`src/rtl/flow_pkg.sv`:
```
package flow_pkg;
  typedef enum logic [1:0] {
    ST_IDLE = 2'd0,
    ST_PUSH = 2'd1,
    ST_VEC  = 2'd2
  } flow_state_e;
endpackage

```
`src/rtl/flow_cond.sv`:
```
// Condition evaluator: selects one status bit, forces the top bit to one,
// optionally inverts the result.
module flow_cond #(
  parameter int SW = 8,
  parameter int CW = 4
) (
  input  logic [SW-1:0] status_i,
  input  logic [CW-1:0] ctrl_i,
  output logic          taken_o
);
  localparam int SELW = $clog2(SW);

  logic [SW-1:0]   stat_eff;
  logic [SELW-1:0] sel;

  generate
    for (genvar g = 0; g < SW; g++) begin : g_bit
      if (g == SW - 1) begin : g_one
        assign stat_eff[g] = 1'b1;
      end else begin : g_pass
        assign stat_eff[g] = status_i[g];
      end
    end
  endgenerate

  assign sel     = ctrl_i[SELW-1:0];
  assign taken_o = stat_eff[sel] ^ ctrl_i[CW-1];
endmodule

```
`src/rtl/flow_vec.sv`:
```
// Vector fetch: reads NYB nybbles from the top of memory, low nybble first.
module flow_vec #(
  parameter int AW = 12,
  parameter int DW = 4
) (
  input  logic          clk,
  input  logic          rst_n,
  input  logic          start_i,
  input  logic [DW-1:0] mem_data_i,
  output logic          mem_rd_o,
  output logic [AW-1:0] mem_addr_o,
  output logic          done_o,
  output logic [AW-1:0] vec_o
);
  localparam int NYB = AW / DW;
  localparam int IW  = (NYB > 1) ? $clog2(NYB) : 1;
  localparam logic [AW-1:0] VEC_BASE = {AW{1'b1}} - AW'(NYB - 1);

  logic          active_q, active_d;
  logic [IW-1:0] idx_q, idx_d;
  logic [DW-1:0] nyb_q [NYB-1];

  always_comb begin
    active_d = active_q;
    idx_d    = idx_q;
    if (start_i) begin
      active_d = 1'b1;
      idx_d    = '0;
    end else if (active_q) begin
      if (idx_q == IW'(NYB - 1)) begin
        active_d = 1'b0;
        idx_d    = '0;
      end else begin
        idx_d = idx_q + 1'b1;
      end
    end
  end

  always_ff @(posedge clk or negedge rst_n) begin
    if (!rst_n) begin
      active_q <= 1'b0;
      idx_q    <= '0;
    end else begin
      active_q <= active_d;
      idx_q    <= idx_d;
    end
  end

  generate
    for (genvar g = 0; g < NYB - 1; g++) begin : g_nyb
      logic cap_en;
      assign cap_en = active_q && (idx_q == IW'(g));
      always_ff @(posedge clk or negedge rst_n) begin
        if (!rst_n)      nyb_q[g] <= '0;
        else if (cap_en) nyb_q[g] <= mem_data_i;
      end
      assign vec_o[g*DW +: DW] = nyb_q[g];
    end
  endgenerate

  assign vec_o[(NYB-1)*DW +: DW] = mem_data_i;
  assign mem_rd_o   = active_q;
  assign mem_addr_o = VEC_BASE + AW'(idx_q);
  assign done_o     = active_q && (idx_q == IW'(NYB - 1));
endmodule

```
`src/rtl/flow_unit.sv`:
```
// Top: branch decision, call/interrupt sequencing, PC load.
module flow_unit #(
  parameter int AW = 12,
  parameter int DW = 4,
  parameter int SW = 8,
  parameter int CW = 4
) (
  input  logic          clk,
  input  logic          rst_n,
  input  logic [SW-1:0] status_i,
  input  logic [CW-1:0] ctrl_i,
  input  logic [AW-1:0] target_i,
  input  logic [AW-1:0] next_pc_i,
  input  logic          jmp_req_i,
  input  logic          call_req_i,
  input  logic          irq_i,
  input  logic          boundary_i,
  input  logic          push_ack_i,
  input  logic [DW-1:0] mem_data_i,
  output logic [AW-1:0] pc_o,
  output logic          pc_load_o,
  output logic          push_req_o,
  output logic [AW-1:0] push_addr_o,
  output logic          mem_rd_o,
  output logic [AW-1:0] mem_addr_o,
  output logic          busy_o
);
  import flow_pkg::*;

  localparam int IE_BIT = SW / 2;

  logic [1:0]  rsync_q;
  logic        rst_sn;
  flow_state_e state_q, state_d;
  logic [AW-1:0] pc_q, pc_d, tgt_q, tgt_d, ret_q, ret_d;
  logic        load_q, load_d;
  logic        irq_q, irq_d;
  logic        taken, idle, irq_ok, vec_start, vec_done;
  logic [AW-1:0] vec;

  always_ff @(posedge clk or negedge rst_n) begin
    if (!rst_n) rsync_q <= '0;
    else        rsync_q <= {rsync_q[0], 1'b1};
  end
  assign rst_sn = rsync_q[1];

  flow_cond #(.SW(SW), .CW(CW)) u_cond (
    .status_i (status_i),
    .ctrl_i   (ctrl_i),
    .taken_o  (taken)
  );

  flow_vec #(.AW(AW), .DW(DW)) u_vec (
    .clk        (clk),
    .rst_n      (rst_sn),
    .start_i    (vec_start),
    .mem_data_i (mem_data_i),
    .mem_rd_o   (mem_rd_o),
    .mem_addr_o (mem_addr_o),
    .done_o     (vec_done),
    .vec_o      (vec)
  );

  assign idle   = (state_q == ST_IDLE);
  assign irq_ok = idle && irq_i && boundary_i && status_i[IE_BIT]
                  && !jmp_req_i && !call_req_i;

  always_comb begin
    state_d   = state_q;
    pc_d      = pc_q;
    tgt_d     = tgt_q;
    ret_d     = ret_q;
    irq_d     = irq_q;
    load_d    = 1'b0;
    vec_start = 1'b0;
    unique case (state_q)
      ST_IDLE: begin
        if (jmp_req_i) begin
          if (taken) begin
            pc_d   = target_i;
            load_d = 1'b1;
          end
        end else if (call_req_i) begin
          if (taken) begin
            state_d = ST_PUSH;
            tgt_d   = target_i;
            ret_d   = next_pc_i;
            irq_d   = 1'b0;
          end
        end else if (irq_ok) begin
          state_d = ST_PUSH;
          ret_d   = next_pc_i;
          irq_d   = 1'b1;
        end
      end
      ST_PUSH: begin
        if (push_ack_i) begin
          if (irq_q) begin
            state_d   = ST_VEC;
            vec_start = 1'b1;
          end else begin
            state_d = ST_IDLE;
            pc_d    = tgt_q;
            load_d  = 1'b1;
          end
        end
      end
      ST_VEC: begin
        if (vec_done) begin
          state_d = ST_IDLE;
          pc_d    = vec;
          load_d  = 1'b1;
        end
      end
      default: state_d = ST_IDLE;
    endcase
  end

  always_ff @(posedge clk or negedge rst_sn) begin
    if (!rst_sn) begin
      state_q <= ST_IDLE;
      pc_q    <= '0;
      tgt_q   <= '0;
      ret_q   <= '0;
      irq_q   <= 1'b0;
      load_q  <= 1'b0;
    end else begin
      state_q <= state_d;
      pc_q    <= pc_d;
      tgt_q   <= tgt_d;
      ret_q   <= ret_d;
      irq_q   <= irq_d;
      load_q  <= load_d;
    end
  end

  assign pc_o        = pc_q;
  assign pc_load_o   = load_q;
  assign push_req_o  = (state_q == ST_PUSH);
  assign push_addr_o = ret_q;
  assign busy_o      = !idle;
endmodule

```
`config.mk`:
```
export PLATFORM = sky130hd
export DESIGN_NAME = flow_unit
export DESIGN_NICKNAME = d
export VERILOG_FILES = /design/src/rtl/flow_pkg.sv /design/src/rtl/flow_cond.sv /design/src/rtl/flow_vec.sv /design/src/rtl/flow_unit.sv
export SDC_FILE = /design/constraint.sdc
export NUM_CORES = 1
export LEC_CHECK = 0
export BUFFER_PORTS_ARGS = -buffer_cell sky130_fd_sc_hd__buf_4
export CELL_PAD_IN_SITES_DETAIL_PLACEMENT = 0
export CELL_PAD_IN_SITES_GLOBAL_PLACEMENT = 1
export CORE_ASPECT_RATIO = 0.7
export CORE_MARGIN = 1
export CORE_UTILIZATION = 39
export DETAILED_ROUTE_END_ITERATION = 6
export PLACE_DENSITY = 0.79
export SYNTH_ARGS = -nofsm -noshare
export SYNTH_HDL_FRONTEND = slang
export SYNTH_SLANG_ARGS = --single-unit
```
`constraint.sdc`:
```
create_clock -name clk -period 2.55 [get_ports clk]
set_clock_uncertainty 0.2 [all_clocks]
set_input_delay 0.51 -clock clk [delete_from_list [all_inputs] [get_ports clk]]
set_output_delay 0.51 -clock clk [all_outputs]
set_load 0.03 [all_outputs]
```
==> results.cfg <==
[outcome]
status = finished clean

[route]
wl_met1_um = 2750
viasPerCell = 4.90
drc = 0
routed_wl_um = 5500
dr_wl_met3_um = 375
avgRoutedWirePerCell_um = 13.9
top_layer = met4
drt_iter0_drc = 68
met2_length_um = 2340
firstDrtPassIters = 4
num_vias = 1944
ant_nets = 0

[sta]
rsz0062_at_grt = no
tightest_slew_ps = 745
final-setup-viol-count = 0
slew_headroom_pct = 50.3
drv_slew = 0
period_needed_ps = 2310
maxClockFrequency_mhz = 432
hold_violations = 0
timing.hold.ws_ps = 70.6
period_share_pct = 90.8

[clock_tree]
clock_latency_ps = 300
cts_tree = built
cts_hold_buf = 1
htree_levels = 2
postCtsSetupBuffers = 0
cts_made_buffers = 5
cts_sinks = 53
cts_resized = 0
cts_buffer_depth = 2
path_clk_slew_ps = 90
root_buffer = clkbuf_8

[die]
io_pins = 87
chipWidth_um = 101
die_h_um = 71.6
core_sq_um = 6460
start_util_pct = 41.8
design.die.area_sq_um = 7260
num_rows = 24

[place]
dp.cells = 388
portBuffers = 85
dp_hpwl_um = 4110
place.gp.congestion = 0.749
dpl_cell_area_sq_um = 3410

[synthesis]
synth.ff_latch_count = 53
netlist_top_cells_area = dfrtp_1, mux2_1, mux2_2
syn_area_per_cell_sq_um = 12.2
synth_warnings = 0
synth_cells = 222
synth_area_sq_um = 2700
syn-num-nets = 280
yosysTopAreaCell = dfrtp_1
yosysSeqAreaShare_pct = 49.2
yosys.area.top_type_share_pct = 49.2
ys_types = 37

[global_route]
grt_pass1_vias = 1925
grt_pass1_wl_um = 9180
grt_max_degree = 28
grt_util_all_layers_pct = 16.3
antenna_found_initial = 0
grt_overflow = 0

[final_layout]
layout_common_cells = buf_4, dfrtp_1, mux2_1, nor2_1
post-route-util_pct = 54.9
stdcell_area_sq_um = 3540
fin_nets = 363
drive_above_1_share_pct = 42.5
nFillCells = 564
diodes = 0
layoutNonFillerInstCount = 397
final_common_cell = buf_4
synthToLayoutAreaGrowth_pct = 31.4

[setup_path]
r2r_cells = 8
rrSetupSlack_ps = 240
path_class = flip-flop to flip-flop
startpoint = state_q[0]
timing.rr.start = state_q[0]
regToRegEndpoint = push_addr_o[9]
end_kind = flip-flop
start_kind = flip-flop
critPathMaxFanout = 12
worstPathRequired_ps = 2540
arrival_ps = 2310
crit_end = push_addr_o[9]

[power_and_ir_drop]
p_leak_nw = 1.68
cellPowerDensity_nw_per_um2 = 1360
irDropWorstVdd_v = 0.000656

[job]
drv_cap = 0

[min_path]
holdCritPathClass = flip-flop to asynchronous set/reset pin
-- metrics by stage --
| step | setup WS [ps] | total power, mW | setup TNS, ps |
|---|---|---|---|
| 6_report | 236 | 4.83 | 0 |
| 5_1_grt | 61.8 | 5.18 | 0 |
| 4_1_cts | 226 | 4.89 | 0 |
| 3_5_place_dp | -14.8 | 4.28 | -64.1 |
| 3_3_place_gp | 4.28 | 4.23 | 0 |
| 2_1_floorplan | 117 | 3.45 | 0 |
-- cell usage after synthesis --
cell	instances
o211ai_1	1
nand4_1	1
mux2_1	21
o21ai_0	2
a22oi_1	12
nor2_1	17
o211a_2	1
or2_1	1
o22ai_1	3
mux2_4	10
o2111a_1	1
inv_1	9
o2111ai_1	1
conb_1	1
and2_1	2
nand2_1	6
a21oi_1	16
nor2b_1	1
buf_2	1
buf_8	1
dfrtp_1	53
a31oi_1	1
or3b_1	1
ha_1	11
o21ba_2	1
a311oi_4	1
clkbuf_1	5
nand2b_1	2
mux2i_1	4
nand3_1	4
o22a_1	1
o21ai_1	1
a21boi_0	1
a211oi_1	1
buf_4	10
mux2_2	16
nand4b_1	1
-- layer usage --
metal	global-route usage [%]	up-vias
li1	-	949
met1	22.7	924
met2	25.3	66
met3	4.78	5
met4	3.38	0
met5	0	-
-- state kept, by name, summed over array words and instances, names as in the netlist --
signal          count
pc_load_o           1
tgt_q              12
u_vec.idx_q         2
u_vec.mem_rd_o      1
pc_o               12
push_addr_o        12
irq_q               1
state_q             2
rsync_q             2
u_vec.vec_o         8
-- power by group --
part / internal [mW] / switching [mW]
combinational: 1.22 / 1.50
sequential: 1.27 / 0.255
clock: 0.319 / 0.271
-- critical path, cell delays in order (launching register included) --
cell and delay, ps:
dfrtp_1 420, inv_1 110, ha_1 260, inv_1 80
nor2_1 290, o2111a_1 300, a311oi_4 60, buf_12 180
mux2_1 310
-- worst min path at each step --
| stage | cells after the start | endpoint | slack [ps] |
|---|---|---|---|
| 6_report | 0 | push_addr_o[10] | 70 |
| 5_1_grt | 0 | pc_o[6] | 130 |
| 4_1_cts | 0 | push_addr_o[10] | 100 |
| 3_5_place_dp | 0 | push_addr_o[10] | 90 |
| 3_3_place_gp | 0 | push_addr_o[10] | 90 |
| 2_1_floorplan | 0 | rsync_q[0] | 10 |
-- cell families (layout without fill, tap and decap cells) --
logic type               count (synthesis)  in the layout  synth area share (%)
other                                    1              1                 0.139
AO/OA/AOI/OAI                           44             44                  11.4
multiplexers                            51             51                  22.5
AND/OR/NAND/NOR                         36             36                  6.22
adder cells (fa/ha/maj)                 11             11                  5.10
buffers and inverters                   26            110                  5.47
flip-flops                              53             53                  49.2
-- cell type report --
type                       instances  area [sq um]  area share (%)
inverter                           9          33.8           0.953
clock inverter                     2          37.5            1.06
sequential                        53          1330            37.5
multi-input combinational        143          1220            34.5
timing repair buffer              93           726            20.5
clock buffer                       6          82.6            2.33
tap                               91           114            3.21
No activity file was read; power rests on OpenSTA's default activity.
